File: src/rtl/cvt_prot_pkg.sv
package cvt_prot_pkg;

    // Bus geometry shared by every unit of the register file.
    localparam int CFG_AW = 12;
    localparam int CFG_DW = 32;

    // Register offsets. The command offset and the key order are behavioural;
    // the per-port control words are spaced one word apart.
    localparam logic [CFG_AW-1:0] OFS_CMD   = 12'h000;
    localparam logic [CFG_AW-1:0] OFS_MODE  = 12'h008;
    localparam logic [CFG_AW-1:0] OFS_STAT  = 12'h00C;
    localparam logic [CFG_AW-1:0] OFS_CONV  = 12'h100;
    localparam logic [CFG_AW-1:0] OFS_SWCTL = 12'h304;
    localparam logic [CFG_AW-1:0] OFS_SWDUP = 12'h308;

    // Progress through the key.
    typedef enum logic [1:0] {
        KS_FIRST  = 2'd0,
        KS_SECOND = 2'd1,
        KS_THIRD  = 2'd2,
        KS_FOURTH = 2'd3
    } key_step_e;

    // Which register an address selects.
    typedef enum logic [2:0] {
        RS_NONE = 3'd0,
        RS_CMD  = 3'd1,
        RS_MODE = 3'd2,
        RS_STAT = 3'd3,
        RS_CONV = 3'd4,
        RS_ENA  = 3'd5,
        RS_SWC  = 3'd6,
        RS_SWD  = 3'd7
    } reg_sel_e;

    // Fields of one converter port control word.
    typedef struct packed {
        logic       fdx;
        logic [1:0] ifm;
        logic [1:0] spd;
    } conv_cfg_t;

    // Expected key word for each step.
    function automatic logic [CFG_DW-1:0] key_word(input key_step_e s);
        logic [CFG_DW-1:0] k;
        case (s)
            KS_FIRST:  k = 32'h0000_00A5;
            KS_SECOND: k = 32'h0000_0001;
            KS_THIRD:  k = 32'h0000_FFFE;
            default:   k = 32'h0000_0001;
        endcase
        return k;
    endfunction

    // Registers that the write guard covers.
    function automatic logic is_guarded(input reg_sel_e s);
        return (s == RS_MODE) || (s == RS_CONV) || (s == RS_ENA) ||
               (s == RS_SWC)  || (s == RS_SWD);
    endfunction

    // Bus word to port control fields.
    function automatic conv_cfg_t conv_from_word(input logic [CFG_DW-1:0] w);
        conv_cfg_t c;
        c.spd = w[1:0];
        c.ifm = w[3:2];
        c.fdx = w[8];
        return c;
    endfunction

    // Port control fields to bus word (unassigned bits zero).
    function automatic logic [CFG_DW-1:0] conv_to_word(input conv_cfg_t c);
        logic [CFG_DW-1:0] w;
        w      = '0;
        w[1:0] = c.spd;
        w[3:2] = c.ifm;
        w[8]   = c.fdx;
        return w;
    endfunction

endpackage

File: src/rtl/prot_addr_dec.sv
module prot_addr_dec
    import cvt_prot_pkg::*;
#(
    parameter int ADDR_W = CFG_AW,
    parameter int N_PORT = 5,
    localparam int IDX_W = (N_PORT > 1) ? $clog2(N_PORT) : 1
) (
    input  logic [ADDR_W-1:0] addr,
    output reg_sel_e          sel,
    output logic [IDX_W-1:0]  idx
);
    localparam logic [ADDR_W-1:0] CONV_LO = ADDR_W'(OFS_CONV);
    localparam logic [ADDR_W-1:0] CONV_HI = ADDR_W'(OFS_CONV + 4 * N_PORT);
    // The enable word follows the last port control word.
    localparam logic [ADDR_W-1:0] ENA_OFS = CONV_HI;

    logic [ADDR_W-1:0] conv_off;

    assign conv_off = addr - CONV_LO;

    always_comb begin
        sel = RS_NONE;
        idx = '0;
        if (addr == ADDR_W'(OFS_CMD)) begin
            sel = RS_CMD;
        end else if (addr == ADDR_W'(OFS_MODE)) begin
            sel = RS_MODE;
        end else if (addr == ADDR_W'(OFS_STAT)) begin
            sel = RS_STAT;
        end else if (addr >= CONV_LO && addr < CONV_HI && addr[1:0] == 2'b00) begin
            sel = RS_CONV;
            idx = conv_off[IDX_W+1:2];
        end else if (addr == ENA_OFS) begin
            sel = RS_ENA;
        end else if (addr == ADDR_W'(OFS_SWCTL)) begin
            sel = RS_SWC;
        end else if (addr == ADDR_W'(OFS_SWDUP)) begin
            sel = RS_SWD;
        end
    end
endmodule

File: src/rtl/prot_key_seq.sv
module prot_key_seq
    import cvt_prot_pkg::*;
#(
    parameter int DATA_W = CFG_DW
) (
    input  logic              clk,
    input  logic              rst,
    input  logic              cmd_wr,
    input  logic [DATA_W-1:0] wdata,
    output logic              unlocked
);
    key_step_e step_q;
    logic      open_q;
    logic      hit;

    assign hit      = (wdata == DATA_W'(key_word(step_q)));
    assign unlocked = open_q;

    always_ff @(posedge clk) begin
        if (rst) begin
            step_q <= KS_FIRST;
            open_q <= 1'b0;
        end else if (cmd_wr) begin
            if (open_q) begin
                // Only a zero word matters while open: it re-arms the guard.
                if (wdata == '0) begin
                    open_q <= 1'b0;
                    step_q <= KS_FIRST;
                end
            end else if (hit) begin
                if (step_q == KS_FOURTH) begin
                    open_q <= 1'b1;
                    step_q <= KS_FIRST;
                end else begin
                    step_q <= key_step_e'(step_q + 2'd1);
                end
            end else begin
                // Wrong word: start over, without re-testing this word.
                step_q <= KS_FIRST;
            end
        end
    end
endmodule

File: src/rtl/prot_cfg_bank.sv
module prot_cfg_bank
    import cvt_prot_pkg::*;
#(
    parameter int DATA_W = CFG_DW,
    parameter int N_PORT = 5,
    parameter int MODE_W = 5,
    parameter int SW_W   = 4,
    localparam int IDX_W = (N_PORT > 1) ? $clog2(N_PORT) : 1
) (
    input  logic              clk,
    input  logic              rst,
    input  logic              wr_en,
    input  logic              viol,
    input  reg_sel_e          sel,
    input  logic [IDX_W-1:0]  idx,
    input  logic [DATA_W-1:0] wdata,
    output logic [MODE_W-1:0] mode_q,
    output conv_cfg_t         conv_q [N_PORT],
    output logic [N_PORT-1:0] ena_q,
    output logic [SW_W-1:0]   swc_q,
    output logic [SW_W-1:0]   swd_q,
    output logic              err_q
);
    always_ff @(posedge clk) begin
        if (rst) begin
            mode_q <= '0;
        end else if (wr_en && sel == RS_MODE) begin
            mode_q <= wdata[MODE_W-1:0];
        end
    end

    always_ff @(posedge clk) begin
        if (rst) begin
            ena_q <= '0;
        end else if (wr_en && sel == RS_ENA) begin
            ena_q <= wdata[N_PORT-1:0];
        end
    end

    always_ff @(posedge clk) begin
        if (rst) begin
            swc_q <= '0;
        end else if (wr_en && sel == RS_SWC) begin
            swc_q <= wdata[SW_W-1:0];
        end
    end

    always_ff @(posedge clk) begin
        if (rst) begin
            swd_q <= '0;
        end else if (wr_en && sel == RS_SWD) begin
            swd_q <= wdata[SW_W-1:0];
        end
    end

    // One control word per converter port.
    for (genvar p = 0; p < N_PORT; p++) begin : g_port
        always_ff @(posedge clk) begin
            if (rst) begin
                conv_q[p] <= '0;
            end else if (wr_en && sel == RS_CONV && idx == IDX_W'(p)) begin
                conv_q[p] <= conv_from_word(wdata);
            end
        end
    end

    // Sticky record of a guarded write that was dropped.
    always_ff @(posedge clk) begin
        if (rst) begin
            err_q <= 1'b0;
        end else if (viol) begin
            err_q <= 1'b1;
        end
    end
endmodule

File: src/rtl/prot_rd_mux.sv
module prot_rd_mux
    import cvt_prot_pkg::*;
#(
    parameter int DATA_W = CFG_DW,
    parameter int N_PORT = 5,
    parameter int MODE_W = 5,
    parameter int SW_W   = 4,
    localparam int IDX_W = (N_PORT > 1) ? $clog2(N_PORT) : 1
) (
    input  logic              clk,
    input  logic              rst,
    input  logic              re,
    input  reg_sel_e          sel,
    input  logic [IDX_W-1:0]  idx,
    input  logic              unlocked,
    input  logic              err,
    input  logic [MODE_W-1:0] mode_q,
    input  conv_cfg_t         conv_q [N_PORT],
    input  logic [N_PORT-1:0] ena_q,
    input  logic [SW_W-1:0]   swc_q,
    input  logic [SW_W-1:0]   swd_q,
    output logic [DATA_W-1:0] rdata
);
    logic [DATA_W-1:0] conv_word;
    logic [DATA_W-1:0] rd_nxt;
    logic [DATA_W-1:0] rdata_q;

    always_comb begin
        conv_word = '0;
        for (int p = 0; p < N_PORT; p++) begin
            if (idx == IDX_W'(p)) begin
                conv_word = DATA_W'(conv_to_word(conv_q[p]));
            end
        end
    end

    always_comb begin
        case (sel)
            RS_CMD:  rd_nxt = DATA_W'(unlocked);
            RS_MODE: rd_nxt = DATA_W'(mode_q);
            RS_STAT: rd_nxt = DATA_W'(err);
            RS_CONV: rd_nxt = conv_word;
            RS_ENA:  rd_nxt = DATA_W'(ena_q);
            RS_SWC:  rd_nxt = DATA_W'(swc_q);
            RS_SWD:  rd_nxt = DATA_W'(swd_q);
            default: rd_nxt = '0;
        endcase
    end

    always_ff @(posedge clk) begin
        if (rst) begin
            rdata_q <= '0;
        end else if (re) begin
            rdata_q <= rd_nxt;
        end
    end

    assign rdata = rdata_q;
endmodule

File: src/rtl/xcvr_prot_regfile.sv
module xcvr_prot_regfile
    import cvt_prot_pkg::*;
#(
    parameter int ADDR_W = CFG_AW,
    parameter int DATA_W = CFG_DW,
    parameter int N_PORT = 5,
    parameter int MODE_W = 5,
    parameter int SW_W   = 4,
    localparam int IDX_W = (N_PORT > 1) ? $clog2(N_PORT) : 1
) (
    input  logic                clk,
    input  logic                rst,
    input  logic [ADDR_W-1:0]   bus_addr,
    input  logic [DATA_W-1:0]   bus_wdata,
    input  logic                bus_we,
    input  logic                bus_re,
    output logic [DATA_W-1:0]   bus_rdata,
    output logic                o_unlocked,
    output logic [MODE_W-1:0]   o_mode,
    output logic [2*N_PORT-1:0] o_conv_spd,
    output logic [2*N_PORT-1:0] o_conv_ifm,
    output logic [N_PORT-1:0]   o_conv_fdx,
    output logic [N_PORT-1:0]   o_conv_en,
    output logic [SW_W-1:0]     o_sw_ctrl,
    output logic [SW_W-1:0]     o_sw_dup
);
    reg_sel_e          sel;
    logic [IDX_W-1:0]  idx;
    logic              unlocked;
    logic              cmd_wr;
    logic              guarded_wr;
    logic              cfg_wr;
    logic              viol;
    logic              err_q;
    logic [MODE_W-1:0] mode_q;
    conv_cfg_t         conv_q [N_PORT];
    logic [N_PORT-1:0] ena_q;
    logic [SW_W-1:0]   swc_q;
    logic [SW_W-1:0]   swd_q;

    prot_addr_dec #(
        .ADDR_W (ADDR_W),
        .N_PORT (N_PORT)
    ) u_dec (
        .addr (bus_addr),
        .sel  (sel),
        .idx  (idx)
    );

    assign cmd_wr     = bus_we && (sel == RS_CMD);
    assign guarded_wr = bus_we && is_guarded(sel);
    assign cfg_wr     = guarded_wr && unlocked;
    assign viol       = guarded_wr && !unlocked;

    prot_key_seq #(
        .DATA_W (DATA_W)
    ) u_key (
        .clk      (clk),
        .rst      (rst),
        .cmd_wr   (cmd_wr),
        .wdata    (bus_wdata),
        .unlocked (unlocked)
    );

    prot_cfg_bank #(
        .DATA_W (DATA_W),
        .N_PORT (N_PORT),
        .MODE_W (MODE_W),
        .SW_W   (SW_W)
    ) u_bank (
        .clk    (clk),
        .rst    (rst),
        .wr_en  (cfg_wr),
        .viol   (viol),
        .sel    (sel),
        .idx    (idx),
        .wdata  (bus_wdata),
        .mode_q (mode_q),
        .conv_q (conv_q),
        .ena_q  (ena_q),
        .swc_q  (swc_q),
        .swd_q  (swd_q),
        .err_q  (err_q)
    );

    prot_rd_mux #(
        .DATA_W (DATA_W),
        .N_PORT (N_PORT),
        .MODE_W (MODE_W),
        .SW_W   (SW_W)
    ) u_rd (
        .clk      (clk),
        .rst      (rst),
        .re       (bus_re),
        .sel      (sel),
        .idx      (idx),
        .unlocked (unlocked),
        .err      (err_q),
        .mode_q   (mode_q),
        .conv_q   (conv_q),
        .ena_q    (ena_q),
        .swc_q    (swc_q),
        .swd_q    (swd_q),
        .rdata    (bus_rdata)
    );

    for (genvar p = 0; p < N_PORT; p++) begin : g_flat
        assign o_conv_spd[2*p +: 2] = conv_q[p].spd;
        assign o_conv_ifm[2*p +: 2] = conv_q[p].ifm;
        assign o_conv_fdx[p]        = conv_q[p].fdx;
    end

    assign o_unlocked = unlocked;
    assign o_mode     = mode_q;
    assign o_conv_en  = ena_q;
    assign o_sw_ctrl  = swc_q;
    assign o_sw_dup   = swd_q;
endmodule

File: config.mk
export PLATFORM = sky130hd
export DESIGN_NAME = xcvr_prot_regfile
export DESIGN_NICKNAME = d
export VERILOG_FILES = /design/src/rtl/cvt_prot_pkg.sv /design/src/rtl/prot_addr_dec.sv /design/src/rtl/prot_key_seq.sv /design/src/rtl/prot_cfg_bank.sv /design/src/rtl/prot_rd_mux.sv /design/src/rtl/xcvr_prot_regfile.sv
export SDC_FILE = /design/constraint.sdc
export NUM_CORES = 1
export LEC_CHECK = 0
export ABC_AREA = 1
export CORE_ASPECT_RATIO = 2
export CORE_MARGIN = 2
export CORE_UTILIZATION = 45
export DETAILED_ROUTE_END_ITERATION = 8
export PLACE_DENSITY = 0.85
export SYNTH_ARGS = -nofsm -noshare
export SYNTH_HDL_FRONTEND = slang
export SYNTH_SLANG_ARGS = --single-unit
export TNS_END_PERCENT = 30
File: constraint.sdc
create_clock -name clk -period 1.95 [get_ports clk]
set_clock_uncertainty 0.05 [all_clocks]
set_input_delay 0.2925 -clock clk [delete_from_list [all_inputs] [get_ports clk]]
set_output_delay 0.2925 -clock clk [all_outputs]
set_load 0.02 [all_outputs]
==> metrics.txt, run 1 <==
worst reg2reg setup slack=0.19 ns; fraction of layout cells with a size suffix above 1=between 20 and 30%; power share of the sequential group=46.3%; Lkg Pwr=2.171 nW; Post-synth ARST share=0%; Synth Area in XOR/XNOR=less than 1%; I/O pins=approximately 120; Hold Crit Class=reg -> reg; Die Area=a little over 8000 µm²; CTS root buffer=clkbuf_16; Starting Density=46.26%; Max Root-Sink Buffers=2; multi-input logic area=around 2200 µm²; initial antenna violation count=0; Clk pin slew, worst setup/hold paths=roughly 0.070 ns; CP max FO=6; Reg2Reg Launch Point=u_key.step_q[0]; latest clock arrival within the worst-skew pair=0.30 ns; Area Overhead vs Synth=57.65%; via count=slightly above 4000; most frequent cells after synthesis=nand2_1, inv_1, nor2_1; largest net degree at the start of global routing=24; Netlist cell types=36; slowest CP cell=nor3_4; DR pass1 iterations=5; I/O Buffers=97; register area=1061 µm²; CTS H-tree depth=2; Internal=0.001710 W; CTS buffer count=5; CP delay by family, top=simple AND/OR/NAND/NOR gates; Max Slew Vio Count=0; post-synthesis adder-cell area fraction=1.116%; num rows=between 40 and 50; Register-to-Register Path Depth=8; final hold slack=0.4250 ns; max_cap viols=0; Die W=65.12 µm; Nets=714; final worst path period need=1.949 ns; largest area contributor in the netlist=dfxtp_1; dpl ws=-0.5876 ns; synth top area cells=dfxtp_1, nand2_1, inv_1; PwrDens=roughly 440 nW/µm²; Synth Instances=495; Hold Startpoint=u_rd.rdata[4]; worst path required time=2.09 ns; GPL Wtd Cong=slightly above 1; core area=just over 7000 µm²; grt met1 use=25.15%; CP most frequent cell=nor2_4; Final setup viols=0; Crit Path Category=in -> reg; Compound-Gate Fraction of Synth Area=18.27%; routed len/inst=about 17 µm; FF-to-FF End=u_key.step_q[1]; Main synth FF type=dfxtp_1; Initial DRC Count=293; Switch Pwr=0.0006308 W; largest family of logic cells by synthesized area=simple AND/OR/NAND/NOR gates; Mean Syn Cell Area=between 6 and 7 µm²; CP Launch Point=bus_addr[7]; final count of hold timing violations=0; status=finished, final reports clean; GRT met3 Usage=4.643%; clock power share=37.9%; synth warn=0; worst hold path depth=2; final worst slack=0.001055 ns; worst path cell trace=clkbuf_2 > nor2_4 > nand2_4 > a21oi_4 > nand3_4 > nor3_4 > inv_2 > nor2_4 > inv_4 > nor2_4 > nor2_1 > a211oi_1; Synth Area in Simple Gates=between 30% and 40%; post-synthesis mux area share=0%; first-pass GRT wire length=approximately 18000 µm; DRC Markers=0; met2 Track Usage GR=51.79%; Buf/Inv on CP=3; GR peak layer=met2; Overflow after GRT=0; #FFs+latches synth=53; Critical Path Source Type=primary input; CP Capture Type=flip-flop; post-synth top area share=31.56%; synthesized area=3362 µm²; CTS tree=done; Die Y=126.2 µm; vias in the first global route=3957; cts hold-fix bufs=0; Comb pwr share=about 16%; ratio of final minimum period to clock period=99.95%; Max rail drop VDD=about 0.00058 V; Worst Hold Endpoint=u_rd.rdata[4]; Critical Path AT=2.09 ns; Clock Sinks=53; Filler Cell Count=544; top-count cell post-synth=nand2_1; wirelength, routed=12770 µm; Post-synth EDFFs=0; fmax=513.1 MHz; Inserted Diodes=0; Sw Ratio=26.95%; Detail Route Antenna Nets=0; sequential share of the synthesized area=31.56%; DR vias/cell=5.507; hpwl dp=8844 µm; total track usage=28.25%; Largest stage delay, worst path=around 0.36 ns
-- metal layers --
layer	routed length, µm	vias to the layer above
li1	-	1903
met1	4034	1922
met2	6855	237
met3	712	96
met4	1172	0
met5	0	-
-- power groups by stage --
stage | Combinational (W) | Clock, W | Sequential (W)
3_3_place_gp | 0.000311 | 0 | 0.00111
4_1_cts | 0.000329 | 0.000891 | 0.00108
2_1_floorplan | 0.000169 | 0 | 0.00111
3_5_place_dp | 0.000317 | 0 | 0.00111
6_report | 0.000369 | 0.000888 | 0.00108
5_1_grt | 0.000389 | 0.000929 | 0.00108
-- cell usage in the layout (no fill, tap or decap), types with 2 or more instances in the layout --
cell type        count
nor3_4               3
a21oi_4              2
nand3_1             23
inv_1               60
o21ai_0             26
nand2_8              3
ha_1                 3
o21ai_1              7
clkdlybuf4s50_1     85
a21oi_1             32
nand3_2              5
clkbuf_16            5
nor3_1              11
clkinvlp_4           2
o21a_1              14
o22ai_1              3
nand2_4              8
nand2_2             12
nand4_4              2
a21oi_2             13
clkbuf_2            11
dfxtp_1             53
buf_4               67
nand3_4              7
nand4_1             14
inv_2               15
nor2_1              49
nor2_2               6
conb_1              26
nand2_1             58
buf_6                7
nor2_4               9
a211oi_1             9
-- repair_timing --
action                                  in CTS  in global routing
endpoints found under the setup margin      50                 46
resized for setup                           50                 71
buffers inserted                            12                 10
pin swaps                                   22                 32
cloned                                       0                  1
-- through the flow --
| step | total power [W] | cell area, µm² | std cells | util, % | TNS, ns |
|---|---|---|---|---|---|
| final | 0.002341 | 5300 | 755 | 72.93 | 0 |
| after global routing | 0.002402 | 5300 | 755 | 72.93 | -0.3281 |
| after CTS | 0.002304 | 5045 | 744 | 69.42 | -0.001878 |
| after detailed placement | 0.001426 | 4701 | 725 | 64.69 | -25.82 |
| after global placement | 0.001420 | 4701 | 725 | 64.69 | -22.43 |
| after floorplan | 0.001278 | 3456 | 520 | - | 0 |
-- registers in the layout (all words and copies together) (netlist names) --
| name | count |
|---|---|
| u_bank.swd_q | 4 |
| u_bank.swc_q | 4 |
| u_bank.err_q | 1 |
| u_bank.conv_q | 25 |
| u_bank.mode_q | 5 |
| u_bank.ena_q | 5 |
| u_key.step_q | 2 |
| u_key.unlocked | 1 |
| u_rd.rdata | 6 |
-- logic make-up (layout without fill, tap and decap cells) --
logic type	Yosys count	in the layout
flops	53	53
fa+ha+maj	3	3
simple gates	214	215
compound gates	108	108
buf+inv	115	257
other cells	1	26
xor+xnor	1	1
-- layout make-up --
type	count	share of cell area [%]
Clock inverter	2	0.3069
Sequential cell	53	20.02
Timing Repair Buffer	172	28.61
Tap cell	92	2.172
Clock buffer	5	2.361
Inverter	78	5.666
Multi-Input combinational cell	353	40.86
-- worst max-delay path by stage --
stage	end	depth (start not counted)	slack, ns
floorplan	u_bank.conv_q[10]	10	0.17
global route	u_rd.rdata[8]	12	-0.05
finish	u_bank.conv_q[3]	12	0.001
detailed placement	u_bank.mode_q[1]	11	-0.59
global placement	u_bank.conv_q[13]	11	-0.51
CTS	u_bank.swc_q[2]	14	-0.002
-- tightest hold or removal path: cells and delay by family (launching register included) --
kind             cells  cell delay, ns
AO/OA/AOI/OAI        1            0.06
flip-flops           1            0.31
AND/OR/NAND/NOR      1            0.06
(Power assumes the default switching activity.)
==> run 2, diff against run 1 <==
--- a/config.mk
+++ b/config.mk
@@ -7,7 +7,7 @@
 export LEC_CHECK = 0
 export ABC_AREA = 1
 export CORE_ASPECT_RATIO = 2
-export CORE_MARGIN = 2
+export CORE_MARGIN = 10
 export CORE_UTILIZATION = 45
 export DETAILED_ROUTE_END_ITERATION = 8
 export PLACE_DENSITY = 0.85
==> run 2 against run 1 <==
Compared with the run above: clock-buffer cell count unchanged; largest cell class unchanged; clock power up 14%; first-iteration DRC count down 18%; global-route usage down 6.7 points; critical path type unchanged; fmax up 3.0%; power up 5.3%; largest power group unchanged; routed wire length up 1.5%; core utilization up 0.52 points; cell count up 0.66%; setup slack better by 0.058 ns; via count down 4.3%; critical endpoint is now u_bank.swd_q[0].
==> metrics.txt, run 2 (synthesis results as in run 1) <==
final worst path period need=1.891 ns (was 1.949 ns); Max Root-Sink Buffers=2 (unchanged); Reg2Reg Launch Point=u_key.step_q[0] (unchanged); final count of hold timing violations=0 (unchanged); CTS root buffer=clkbuf_16 (unchanged); status=finished, final reports clean (unchanged); worst hold path depth=2 (unchanged); largest net degree at the start of global routing=24 (unchanged); via count=3981 (was 4158); hpwl dp=9898 µm (was 8844 µm); core area=7267 µm² (unchanged); num rows=44 (unchanged); worst reg2reg setup slack=0.19 ns (about the same); commonest non-fill, non-tap cell in the layout=clkdlybuf4s50_1 (unchanged); DR pass1 iterations=4 (was 5); CP Capture Type=flip-flop (unchanged); DR vias/cell=5.238 (was 5.507); Starting Density=46.26% (unchanged); DRC Markers=0 (unchanged); Lkg Pwr=2.219 nW (was 2.171 nW); CP most frequent cell=nand2_2 (was nor2_4); Die Y=142.2 µm (was 126.2 µm); wirelength, routed=12960 µm (was 12770 µm); dpl ws=-0.6198 ns (was -0.5876 ns); Pwr Total=0.002464 W (was 0.002341 W); GPL Wtd Cong=1.010 (was 1.028); Hold Startpoint=u_bank.conv_q[17] (was u_rd.rdata[4]); Worst Hold Endpoint=u_bank.conv_q[17] (was u_rd.rdata[4]); slowest CP cell=nor2_8 (was nor3_4); I/O pins=124 (unchanged); worst path cell trace=clkdlybuf4s15_1 > inv_2 > nand3_1 > nor2_1 > nand2_1 > inv_1 > a21oi_4 > nand2_2 > nand2_2 > nand2_4 > nor2_8 > nand2_8 > a21oi_2 > o21a_1 (was clkbuf_2 > nor2_4 > nand2_4 > a21oi_4 > nand3_4 > nor3_4 > inv_2 > nor2_4 > inv_4 > nor2_4 > nor2_1 > a211oi_1); PwrDens=461.6 nW/µm² (was 441.6 nW/µm²); Crit Path Category=in -> reg (unchanged); first-pass GRT wire length=19650 µm (was 17930 µm); cts hold-fix bufs=0 (unchanged); Die Area=11540 µm² (was 8220 µm²); ratio of final minimum period to clock period=96.99% (was 99.95%); CTS H-tree depth=2 (unchanged); Clk pin slew, worst setup/hold paths=0.07 ns (about the same); RSZ-0062 raised after global routing=true; Max Slew Vio Count=0 (unchanged); fraction of layout cells with a size suffix above 1=26.65% (was 27.75%); routed len/inst=17.05 µm (was 16.92 µm); Reg with most FFs=u_bank.conv_q (unchanged); max reg flops=25 (unchanged); fmax=528.7 MHz (was 513.1 MHz); I/O Buffers=97 (unchanged); Max rail drop VDD=0.0008680 V (was 0.0005819 V); Nets=718 (was 714); initial antenna violation count=0 (unchanged); Post-Place Cells=728 (was 725); Overflow after GRT=0 (unchanged); FF-to-FF End=u_key.unlocked (was u_key.step_q[1]); Final Cell Area=5338 µm² (was 5300 µm²); Die W=81.12 µm (was 65.12 µm); Critical Path AT=2.08 ns (was 2.09 ns); placed instance area=4723 µm² (was 4701 µm²); Critical Path Source Type=primary input (unchanged); Detail Route Antenna Nets=0 (unchanged); Inserted Diodes=0 (unchanged); CTS tree=done (unchanged); Register-to-Register Path Depth=8 (unchanged); Largest stage delay, worst path=0.25 ns (was 0.36 ns); final worst slack=0.05873 ns (was 0.001055 ns); Clock Sinks=53 (unchanged); Hold Crit Class=reg -> reg (unchanged); latest clock arrival within the worst-skew pair=0.29 ns (was 0.30 ns); most frequent cells in the layout=clkdlybuf4s50_1, buf_4, inv_1 (unchanged); vias in the first global route=4108 (was 3957); Post-Layout Cell Count=760 (was 755); CP max FO=8 (was 6); total track usage=21.57% (was 28.25%); CTS buffer count=5 (unchanged); Area Overhead vs Synth=58.76% (was 57.65%); max_cap viols=0 (unchanged); Initial DRC Count=239 (was 293); worst path required time=2.14 ns (was 2.09 ns); Final setup viols=0 (unchanged)
run 2: worst max path at each step:
| stage | startpoint | cells after the start | to | slack (ns) |
|---|---|---|---|---|
| 6_report | bus_addr[5] | 14 | u_bank.swd_q[0] | 0.06 |
| 5_1_grt | bus_addr[5] | 14 | u_bank.swd_q[3] | -0.03 |
| 3_3_place_gp | bus_addr[5] | 12 | u_bank.conv_q[8] | -0.54 |
| 2_1_floorplan | bus_addr[7] | 10 | u_bank.conv_q[10] | 0.17 |
| 3_5_place_dp | bus_addr[5] | 12 | u_bank.conv_q[11] | -0.62 |
| 4_1_cts | bus_addr[10] | 14 | u_bank.swd_q[3] | 0.006 |
run 2: layer usage:
layer,GRT usage [%],up-vias,share of wire [%]
met5,0,-,0
met2,40.43,161,55
met1,18.89,1843,31
met3,4.620,55,6.1
met4,15.86,0,7.0
li1,-,1922,-
run 2: repair_timing:
| action | CTS | global route |
|---|---|---|
| gates cloned | 2 | 1 |
| setup endpoints to repair | 49 | 50 |
| gates resized for setup | 45 | 70 |
| pin swaps | 25 | 28 |
| setup buffers | 11 | 10 |
run 2: final cells by class:
class / count / area, µm²
clock inverters: 3 / 43.79
multi-input cells: 355 / 2162
repair buffers: 174 / 1533
well taps: 92 / 115.1
fillers: 590 / 1929
inverters: 78 / 297.8
clock buffers: 5 / 125.1
flip-flops and latches: 53 / 1061
run 2: worst max-delay path: cells and delay by family:
| kind | cells | cell delay [ns] |
|---|---|---|
| buf+inv | 3 | 0.40 |
| simple gates | 8 | 0.95 |
| compound gates | 3 | 0.45 |
run 2: metrics by stage:
stage	TNS [ns]	utilization [%]	hold slack, ns
floorplan	0	-	0.3360
global placement	-22.77	65.00	0.3976
global route	-0.1733	73.45	0.4381
detailed placement	-25.34	65.00	0.4030
finish	0	73.45	0.4191
CTS	0	69.99	0.4183
run 2: where the power goes:
group	total [W]	switching [W]	internal, W
registers	0.00108	0.00000107	0.00108
clock network	0.00101	0.000406	0.000608
logic	0.000366	0.000209	0.000157
total	0.00246	0.000616	0.00185
